--- config.mk ---
export PLATFORM = sky130hd
export DESIGN_NAME = cbl_access_decoder
export DESIGN_NICKNAME = d
export VERILOG_FILES = /design/src/rtl/cbl_pkg.sv /design/src/rtl/cbl_lane_decode.sv /design/src/rtl/cbl_regfile.sv /design/src/rtl/cbl_attr_mem.sv /design/src/rtl/cbl_access_decoder.sv
export SDC_FILE = /design/constraint.sdc
export NUM_CORES = 1
export LEC_CHECK = 0
export BUFFER_PORTS_ARGS = -buffer_cell sky130_fd_sc_hd__buf_2
export CAP_MARGIN = 10
export CORE_MARGIN = 4
export CORE_UTILIZATION = 50
export DETAILED_ROUTE_END_ITERATION = 8
export PLACE_DENSITY = 0.67
export SLEW_MARGIN = 5
export SYNTH_ARGS = -nofsm -noshare
export SYNTH_HDL_FRONTEND = slang
export SYNTH_SLANG_ARGS = --single-unit
--- constraint.sdc ---
create_clock -name clk -period 5.7 [get_ports clk]
set_clock_uncertainty 0.2 [all_clocks]
set_input_delay 1.14 -clock clk [delete_from_list [all_inputs] [get_ports clk]]
set_output_delay 1.14 -clock clk [all_outputs]
set_load 0.05 [all_outputs]
--- src/rtl/cbl_pkg.sv ---
package cbl_pkg;

    typedef enum logic [2:0] {
        LANE_NONE,
        LANE_WORD,
        LANE_EVEN_LO,
        LANE_ODD_LO,
        LANE_ODD_HI
    } lane_e;

    typedef enum logic [2:0] {
        ST_IDLE,
        ST_MEM_RD,
        ST_MEM_WR,
        ST_IO_RD,
        ST_IO_WR
    } state_e;

    // content of the read-only information block, byte k
    function automatic logic [7:0] info_byte(input logic [7:0] k);
        return k ^ 8'hC3;
    endfunction

endpackage

--- src/rtl/cbl_lane_decode.sv ---
module cbl_lane_decode
    import cbl_pkg::*;
(
    input  logic  ce1_n,
    input  logic  ce2_n,
    input  logic  a0,
    output lane_e lane
);

    always_comb begin
        unique case ({ce1_n, ce2_n})
            2'b00:   lane = LANE_WORD;
            2'b01:   lane = a0 ? LANE_ODD_LO : LANE_EVEN_LO;
            2'b10:   lane = LANE_ODD_HI;
            default: lane = LANE_NONE;
        endcase
    end

endmodule

--- src/rtl/cbl_regfile.sv ---
module cbl_regfile #(
    parameter int DEPTH = 16,
    parameter int IW    = 10
) (
    input  logic          clk,
    input  logic          rst_n,
    input  logic [IW-1:0] rd_idx,
    output logic [15:0]   rd_word,
    output logic          rd_hit,
    input  logic          wr_en,
    input  logic [IW-1:0] wr_idx,
    input  logic [1:0]    wr_be,
    input  logic [15:0]   wr_word
);

    localparam logic [IW-1:0] LIMIT = IW'(DEPTH);

    logic [15:0] mem [DEPTH];

    assign rd_hit = (rd_idx < LIMIT);

    always_ff @(posedge clk or negedge rst_n) begin
        if (!rst_n) begin
            for (int j = 0; j < DEPTH; j++) mem[j] <= '0;
        end else if (wr_en) begin
            for (int j = 0; j < DEPTH; j++) begin
                if (wr_idx == IW'(j)) begin
                    if (wr_be[0]) mem[j][7:0]  <= wr_word[7:0];
                    if (wr_be[1]) mem[j][15:8] <= wr_word[15:8];
                end
            end
        end
    end

    always_comb begin
        rd_word = '0;
        for (int j = 0; j < DEPTH; j++) begin
            if (rd_idx == IW'(j)) rd_word = mem[j];
        end
    end

endmodule

--- src/rtl/cbl_attr_mem.sv ---
module cbl_attr_mem
    import cbl_pkg::*;
#(
    parameter int             AW        = 11,
    parameter int             INFO_LEN  = 256,
    parameter int             CFG_NUM   = 4,
    parameter logic [AW-1:0]  CFG_BASE  = 11'h200
) (
    input  logic          clk,
    input  logic          rst_n,
    input  logic [AW-1:0] rd_addr,
    output logic [7:0]    rd_byte,
    input  logic          wr_en,
    input  logic [AW-1:0] wr_addr,
    input  logic [7:0]    wr_byte
);

    localparam logic [AW-1:0] INFO_END = AW'(2 * INFO_LEN);
    localparam logic [AW-1:0] CFG_END  = CFG_BASE + AW'(2 * CFG_NUM);

    function automatic logic cfg_slot(input logic [AW-1:0] a, input int j);
        logic [AW-1:0] off;
        off = a - CFG_BASE;
        return !a[0] && (a >= CFG_BASE) && (a < CFG_END) &&
               (off[AW-1:1] == (AW-1)'(j));
    endfunction

    logic [7:0] cfg_q [CFG_NUM];

    for (genvar g = 0; g < CFG_NUM; g++) begin : g_cfg
        always_ff @(posedge clk or negedge rst_n) begin
            if (!rst_n)
                cfg_q[g] <= '0;
            else if (wr_en && cfg_slot(wr_addr, g))
                cfg_q[g] <= wr_byte;
        end
    end

    logic          info_hit;
    logic [AW-2:0] half;

    assign half     = rd_addr[AW-1:1];
    assign info_hit = !rd_addr[0] && (rd_addr < INFO_END);

    always_comb begin
        rd_byte = '0;
        if (info_hit) begin
            rd_byte = info_byte(half[7:0]);
        end else begin
            for (int j = 0; j < CFG_NUM; j++) begin
                if (cfg_slot(rd_addr, j)) rd_byte = cfg_q[j];
            end
        end
    end

endmodule

--- src/rtl/cbl_access_decoder.sv ---
module cbl_access_decoder
    import cbl_pkg::*;
#(
    parameter int             AW       = 11,
    parameter int             DEPTH    = 16,
    parameter int             INFO_LEN = 256,
    parameter int             CFG_NUM  = 4,
    parameter logic [AW-1:0]  CFG_BASE = 11'h200
) (
    input  logic          clk,
    input  logic          rst_n,
    input  logic          ce1_n,
    input  logic          ce2_n,
    input  logic [AW-1:0] addr,
    input  logic          reg_n,
    input  logic          oe_n,
    input  logic          we_n,
    input  logic          iord_n,
    input  logic          iowr_n,
    input  logic [15:0]   wr_data,
    output logic [15:0]   rd_data,
    output logic [1:0]    rd_oe,
    output logic          inpack_n,
    output logic          iois16_n
);

    localparam int IW = AW - 1;

    state_e        state, state_nx;
    lane_e         lane;
    logic          sel;
    logic [IW-1:0] idx;

    assign sel = !ce1_n || !ce2_n;
    assign idx = addr[AW-1:1];

    cbl_lane_decode u_lane (
        .ce1_n (ce1_n),
        .ce2_n (ce2_n),
        .a0    (addr[0]),
        .lane  (lane)
    );

    // write steering from the current lane
    logic [1:0]  st_be;
    logic [15:0] st_word;

    always_comb begin
        unique case (lane)
            LANE_WORD:    begin st_be = 2'b11; st_word = wr_data;                    end
            LANE_EVEN_LO: begin st_be = 2'b01; st_word = {8'h00, wr_data[7:0]};      end
            LANE_ODD_LO:  begin st_be = 2'b10; st_word = {wr_data[7:0], 8'h00};      end
            LANE_ODD_HI:  begin st_be = 2'b10; st_word = {wr_data[15:8], 8'h00};     end
            default:      begin st_be = 2'b00; st_word = '0;                         end
        endcase
    end

    // next-state logic
    always_comb begin
        state_nx = state;
        unique case (state)
            ST_IDLE: begin
                if (sel && !reg_n && !iowr_n)      state_nx = ST_IO_WR;
                else if (sel && !reg_n && !iord_n) state_nx = ST_IO_RD;
                else if (sel && !we_n)             state_nx = ST_MEM_WR;
                else if (sel && !oe_n)             state_nx = ST_MEM_RD;
            end
            ST_MEM_RD: if (oe_n || !sel)            state_nx = ST_IDLE;
            ST_IO_RD:  if (iord_n || !sel)          state_nx = ST_IDLE;
            ST_MEM_WR: if (we_n || !sel)            state_nx = ST_IDLE;
            ST_IO_WR:  if (iowr_n || !sel || reg_n) state_nx = ST_IDLE;
            default:                                state_nx = ST_IDLE;
        endcase
    end

    // state register
    always_ff @(posedge clk or negedge rst_n) begin
        if (!rst_n) state <= ST_IDLE;
        else        state <= state_nx;
    end

    // write latch: follows the bus while the write strobe is low
    logic          wl_attr;
    logic [IW-1:0] wl_idx;
    logic [1:0]    wl_be;
    logic [15:0]   wl_word;
    logic          capture;

    assign capture = (state_nx == ST_MEM_WR) || (state_nx == ST_IO_WR);

    always_ff @(posedge clk or negedge rst_n) begin
        if (!rst_n) begin
            wl_attr <= 1'b0;
            wl_idx  <= '0;
            wl_be   <= '0;
            wl_word <= '0;
        end else if (capture) begin
            wl_attr <= (state_nx == ST_MEM_WR) && !reg_n;
            wl_idx  <= idx;
            wl_be   <= st_be;
            wl_word <= st_word;
        end
    end

    // storage
    logic [15:0] rf_word;
    logic        rf_hit;
    logic [7:0]  attr_byte;
    logic        commit;

    cbl_regfile #(.DEPTH(DEPTH), .IW(IW)) u_rf (
        .clk     (clk),
        .rst_n   (rst_n),
        .rd_idx  (idx),
        .rd_word (rf_word),
        .rd_hit  (rf_hit),
        .wr_en   (commit && !wl_attr),
        .wr_idx  (wl_idx),
        .wr_be   (wl_be),
        .wr_word (wl_word)
    );

    cbl_attr_mem #(
        .AW(AW), .INFO_LEN(INFO_LEN), .CFG_NUM(CFG_NUM), .CFG_BASE(CFG_BASE)
    ) u_attr (
        .clk     (clk),
        .rst_n   (rst_n),
        .rd_addr ({idx, 1'b0}),
        .rd_byte (attr_byte),
        .wr_en   (commit && wl_attr && wl_be[0]),
        .wr_addr ({wl_idx, 1'b0}),
        .wr_byte (wl_word[7:0])
    );

    // output logic
    logic       rd_live;
    logic       attr_rd;
    logic [7:0] even_b, odd_b;

    always_comb begin
        commit   = 1'b0;
        rd_live  = 1'b0;
        attr_rd  = 1'b0;
        inpack_n = 1'b1;
        unique case (state)
            ST_IDLE: ;
            ST_MEM_RD: begin
                rd_live = sel && !oe_n;
                attr_rd = !reg_n;
            end
            ST_IO_RD: begin
                rd_live  = sel && !iord_n;
                inpack_n = !(sel && !iord_n && !reg_n && rf_hit);
            end
            ST_MEM_WR: commit = we_n;
            ST_IO_WR:  commit = iowr_n;
            default: ;
        endcase

        even_b = attr_rd ? attr_byte : rf_word[7:0];
        odd_b  = attr_rd ? 8'h00     : rf_word[15:8];

        rd_oe   = 2'b00;
        rd_data = '0;
        if (rd_live) begin
            unique case (lane)
                LANE_WORD:    begin rd_oe = 2'b11; rd_data = {odd_b, even_b}; end
                LANE_EVEN_LO: begin rd_oe = 2'b01; rd_data = {8'h00, even_b}; end
                LANE_ODD_LO:  begin rd_oe = 2'b01; rd_data = {8'h00, odd_b};  end
                LANE_ODD_HI:  begin rd_oe = 2'b10; rd_data = {odd_b, 8'h00};  end
                default: ;
            endcase
        end

        iois16_n = !(sel && !reg_n && rf_hit);
    end

    // checks beside the logic
    a_r2_word_needs_both_enables: assert property (@(posedge clk) disable iff (!rst_n)
        (rd_oe == 2'b11) |-> (!ce1_n && !ce2_n));

    a_r10_lanes_need_read_strobe: assert property (@(posedge clk) disable iff (!rst_n)
        (rd_oe != 2'b00) |-> (sel && (!oe_n || !iord_n)));

    a_r11_ack_only_with_data: assert property (@(posedge clk) disable iff (!rst_n)
        !inpack_n |-> (rd_oe != 2'b00) && !iord_n);

    a_r12_port16_needs_attr_sel: assert property (@(posedge clk) disable iff (!rst_n)
        !iois16_n |-> !reg_n);

    a_r9_commit_after_low_strobe: assert property (@(posedge clk) disable iff (!rst_n)
        commit |-> $past(!we_n || !iowr_n));

endmodule

== Yosys cells after proc, flatten, opt, wreduce, memory -nomap -nowiden ==
Cells that the tools add are included.

* Register bits after elaboration: 320
* Input port bits: 36
* Output and inout bits: 20
* Logic and storage cells: 227

* $add $sub $neg: 2
* Order comparisons: 6
* Equality and inequality tests: 48
* Mux-type cells: 44
* Bitwise logic cells: 1
* Reduce and logical (&&, ||, !) cells: 85

{| class="wikitable"
|+ Operator list
! cell !! count
|-
| 16-bit two-way mux || 17
|-
| 10-bit by 4-bit equality test with 1-bit output (second input constant) || 16
|-
| 16-bit one-hot mux with 4 select lines || 2
|-
| 3-bit AND reduction || 32
|-
| 10-bit by 2-bit equality test with 1-bit output (second input constant) || 8
|-
| 10-bit by 3-bit equality test with 1-bit output (second input constant) || 8
|-
| 8-bit two-way mux || 7
|-
| 10-bit by 1-bit equality test with 1-bit output (second input constant) || 4
|-
| 10-bit logical NOT || 4
|-
| 11-bit by 10-bit less-than comparator with 1-bit output (second input constant) || 3
|-
| 1-bit logical AND || 27
|-
| 3-bit two-way mux || 8
|-
| 11-bit by 10-bit greater-or-equal comparator with 1-bit output (second input constant) || 2
|-
| 11-bit by 10-bit subtractor with 11-bit output (second input constant) || 2
|-
| 3-bit by 2-bit equality test with 1-bit output (second input constant) || 5
|-
| 3-bit one-hot mux with 5 select lines || 1
|-
| 2-bit one-hot mux with 3 select lines || 2
|-
| 1-bit logical NOT || 11
|-
| 10-bit by 5-bit less-than comparator with 1-bit output (second input constant) || 1
|-
| 3-bit equality test (second input constant) || 3
|-
| 3-bit one-hot mux with 3 select lines || 1
|-
| 1-bit logical OR || 7
|-
| 3-bit by 1-bit equality test with 1-bit output (second input constant) || 2
|-
| 4-bit inverter || 1
|-
| other kinds (8) || 12
|}

== Depth between registers and ports, before layout ==
* Depth after elaboration: 20
* Mapped depth: 11
* Depth with buffers taken out: 7

== By module ==
From an unflattened synthesis, not the netlist that was laid out.

* Cell total of the unflattened synthesis: 1,280
* Area, all modules: 15,899.0 um^2

{| class="wikitable"
|+ Modules (own cells, without submodules)
! module !! times used !! cells each !! area each (um^2) !! seq. area each (um^2)
|-
| cbl_regfile || 1 || 956 || 12,289.3 || 6,406.1
|-
| cbl_access_decoder || 1 || 190 || 1,953.1 || 800.8
|-
| cbl_attr_mem || 1 || 130 || 1,632.8 || 800.8
|-
| cbl_lane_decode || 1 || 4 || 23.8 || 0.0
|}

== Worst setup path after synthesis ==
Ideal clock, no wire load.

* Path type: input -> output
* Start: in addr[3]
* End: out rd_data[4]
* Arrival time: 3.799 ns
* Required time: 4.360 ns
* Setup slack: 0.561 ns
* Stages on the path: 8
* Path buffers: 1
* Path through: clkbuf_1 -> nor4b_2 -> nand2_2 -> nor2_1 -> a32oi_1 -> a22o_1 -> and3_1 -> o31ai_1

* Word-level cells in the longest chain between the ends: 20
* Elaborated cells on any way between the ends: 54
* Classes of those cells: 1 x add/sub; 3 x order compare; 18 x eq/ne; 25 x mux; 7 x reduce/logical

{| class="wikitable"
|+ Ends and longest elaborated chain
! what !! RTL line !! RTL
|-
| from (decl) || cbl_access_decoder.sv:14 || <nowiki>input logic [AW-1:0] addr,</nowiki>
|-
| 10-bit logical NOT || cbl_regfile.sv:38 || <nowiki>if (rd_idx == IW'(j)) rd_word = mem[j];</nowiki>
|-
| 16-bit two-way mux (16 in a row) || cbl_regfile.sv:38 ||
|-
| 8-bit two-way mux, on equally long branches || cbl_access_decoder.sv:161, cbl_access_decoder.sv:160 ||
|-
| 16-bit one-hot mux with 4 select lines * || cbl_access_decoder.sv:166 || <nowiki>unique case (lane)</nowiki>
|-
| 16-bit two-way mux * || cbl_access_decoder.sv:165 || <nowiki>if (rd_live) begin</nowiki>
|-
| to (decl) || cbl_access_decoder.sv:21 || <nowiki>output logic [15:0] rd_data,</nowiki>
|}

Mark *: on every way between the ends. The rest lies on a longest branch, timed or not.

== Worst setup path after layout ==
* Start: in addr[5]
* End: out rd_data[4]

Same word-level chain as after synthesis.

==> flow_summary_export.csv <==
group,metric,value,unit
yosys,synthArstFlopShare,100,%
yosys,syn_nets,1276,
clock_network,clockBufferDepth,3,
timing,grt_setup_unrepaired,"false",
placed_design,dp_hpwl,30000,µm
route,viasPerCell,6.39,
timing,post-route-period-util,92.4,%
floorplan,die-area,33500,µm²
floorplan,rows,63,
global_route,grt_use_met1,36.8,%
clock_network,cts_htree_levels,2,
floorplan,core,30000,µm²
clock_network,cts_hold_buf,0,
layout,stdcell_area,17200,µm²
yosys,ys_types,68,
job,cap_violations,0,
yosys,synth.top_cells.by_area,"dfrtp_1, mux2_2, mux4_2, nand2_1, a21oi_1",
setup_path,reg2reg_slack,2.25,ns
yosys,synth_ff_type,"dfrtp_1",
power,power_density,309,nW/µm²
route,num_vias,10853,
yosys,yosys_register_bits,320,
route,drt_iter0_markers,1078,
placed_design,gp_congestion,1.00,
timing,timing.final.crit_period,5.27,ns
clock_network,clock_latency,0.53,ns
setup_path,start_kind,"input port",
timing,drv_slew,0,
timing,fmax,190,MHz
placed_design,place_area,16000,µm²
floorplan,start_util,51.1,%
clock_network,post_cts_buffers,0,
route,firstDrtPassIters,6,
clock_network,numClockSinks,320,
layout,final.fill_count,2509,
yosys,syn_inst,1240,
global_route,grt_pass1_vias,10990,
layout,multiInputGateArea,6950,µm²
route,wire_per_inst,26.0,µm
setup_path,end_kind,"primary output",
global_route,groute.usage.overall,26.3,%
layout,fin_nets,1317,
yosys,yosys_warnings,0,
setup_path,cpPeakStageDelay,0.59,ns
layout,area_delta_synth_final,12.2,%
global_route,grt_max_degree,134,
setup_path,crit_slowest_cell,"nor2_1",
global_route,overflow,0,
route,drc,0,
clock_network,cts_tree,"built",
timing,worst_pin_slew,1.12,ns
timing,finalSetupViolations,0,
worst_hold_path,hold_path.class,"reg -> reg",
setup_path,criticalPathCategory,"in -> out",
floorplan,pin_count,56,
yosys,syn_area,15300,µm²
yosys,syn_area_per_cell,12.3,µm²
setup_path,crit_chain,"buf_2, nor4_4, nand2_2, nor2_1, a32oi_1, a22o_1, and3_1, o31ai_1, buf_2",
clock_network,cts_buffers,35,
setup_path,worstPathRequired,4.36,ns
placed_design,io_buffers,55,
yosys,yosys.area.top_type,"dfrtp_1",
timing,max_slew_margin,24.8,%
global_route,grt_use_met2,41.3,%
layout,fin_cells,1698,
yosys,synth_edf_count,0,
clock_network,cts.clk_slew.worst_paths,0.06,ns
setup_path,cp.arrival,3.93,ns
global_route,globalRouteMet3Util,4.46,%
power,leakage,0.00817,µW
setup_path,crit_path_max_fanout,9,
power,vdd_drop_max,231,µV
floorplan,fp.dieH,183,µm
floorplan,die_x,183,µm
setup_path,critPathMostFrequentCell,"buf_2",
yosys,netlist.area_leader.share,52.3,%
global_route,grt_pass1_wl,67900,µm
route,wl,44100,µm
status,status,"completed",
timing,finalHoldViolations,0,
clock_network,ctsResizeCount,0,
yosys,ys_seq_area_share,52.3,%
clock_network,cts-root-buf,"clkbuf_16",
global_route,antenna_found_initial,1,
route,ant_nets,0,
global_route,grt_most_used_layer,"met2",
timing,fin_tns_setup,0,ns
layout,drive_gt1_share,37.9,%
placed_design,place_inst,1634,
layout,regArea,8010,µm²
==> cell usage after synthesis, types with 9 or more instances <==
| library cell | n |
|---|---|
| a32oi_1 | 9 |
| dfrtp_1 | 320 |
| nor2_1 | 54 |
| nand3_1 | 14 |
| mux4_2 | 26 |
| o22ai_1 | 10 |
| a221oi_1 | 14 |
| buf_2 | 16 |
| a21oi_1 | 55 |
| nor3_1 | 12 |
| clkbuf_1 | 62 |
| mux2i_1 | 17 |
| nand2_1 | 111 |
| o21ai_0 | 48 |
| nor2b_1 | 17 |
| mux2_2 | 304 |
| a31oi_1 | 9 |
==> cell usage in the layout, fill, tap and decap left out, drive strengths merged, types with 8 or more instances in the layout <==
cell type,n
nand3,14
a32oi,9
nand2,112
mux2,305
mux2i,17
a21oi,56
mux4,26
o21ai,49
buf,86
nor3,15
a31oi,9
a22o,9
nor4,8
dfrtp,320
nor2b,17
a221oi,15
nor2,62
inv,8
clkbuf,52
a22oi,8
o22ai,10
==> per-layer routing <==
layer,wire [µm],up-vias
met2,20500,482
met4,1900,0
met1,18700,5581
met3,3050,143
li1,-,4647
met5,0,-
==> registers in the layout, summed over array words and instances, names as in the netlist <==
name	flops
u_rf.mem	256
wl_word	16
wl_attr	1
wl_be	2
u_attr.cfg_q	32
wl_idx	10
state	3
==> final timing paths <==
path | end | cells after the start | start
worst min register to register | u_rf.mem[100] | 1 | u_rf.mem[100]
worst max register to register | u_rf.mem[63] | 6 | wl_idx[5]
max in group asynchronous | u_rf.mem[16] | 2 | rst_n
worst min-delay path | u_rf.mem[100] | 1 | u_rf.mem[100]
worst max-delay path | rd_data[4] | 9 | addr[5]
min in group asynchronous | u_rf.mem[250] | 1 | rst_n
==> logic make-up after synthesis <==
logic type | share of synthesized area [%]
muxes | 27.4
DFF | 52.3
buffers and inverters | 2.34
and+or+nand+nor | 9.04
AOI/OAI and AO/OA | 8.90
==> through the flow <==
stage | utilization, % | hold WS (ns) | total power (µW) | worst slack, ns
final | 57.3 | 0.288 | 5310 | 0.434
after global routing | 57.3 | 0.311 | 5490 | 0.402
after global placement | 53.5 | 0.280 | 3060 | 0.606
after floorplan | - | 0.259 | 2810 | 0.561
after CTS | 57.3 | 0.292 | 5330 | 0.572
after detailed placement | 53.5 | 0.280 | 3070 | 0.592
==> worst max-delay path: cells and delay by family <==
kind                   cells  cell delay [ns]
AND/OR/NAND/NOR            4             1.63
AO/OA/AOI/OAI              3             0.70
buffers and inverters      2             0.46
==> report_power, final <==
group	total, µW	switching [µW]	internal, µW
Sequential	2640	284	2360
Clock	2270	926	1340
Combinational	398	254	144
Total	5310	1460	3840
==> area by class of cell <==
cell class,count,share of cell area [%]
antenna,1,0.0146
clock buffer,52,5.77
clock inverter,11,0.824
inverter,6,0.131
multi-input combinational,832,40.5
sequential,320,46.7
tap,390,2.84
timing repair buffer,86,3.27
(Power assumes the default switching activity.)
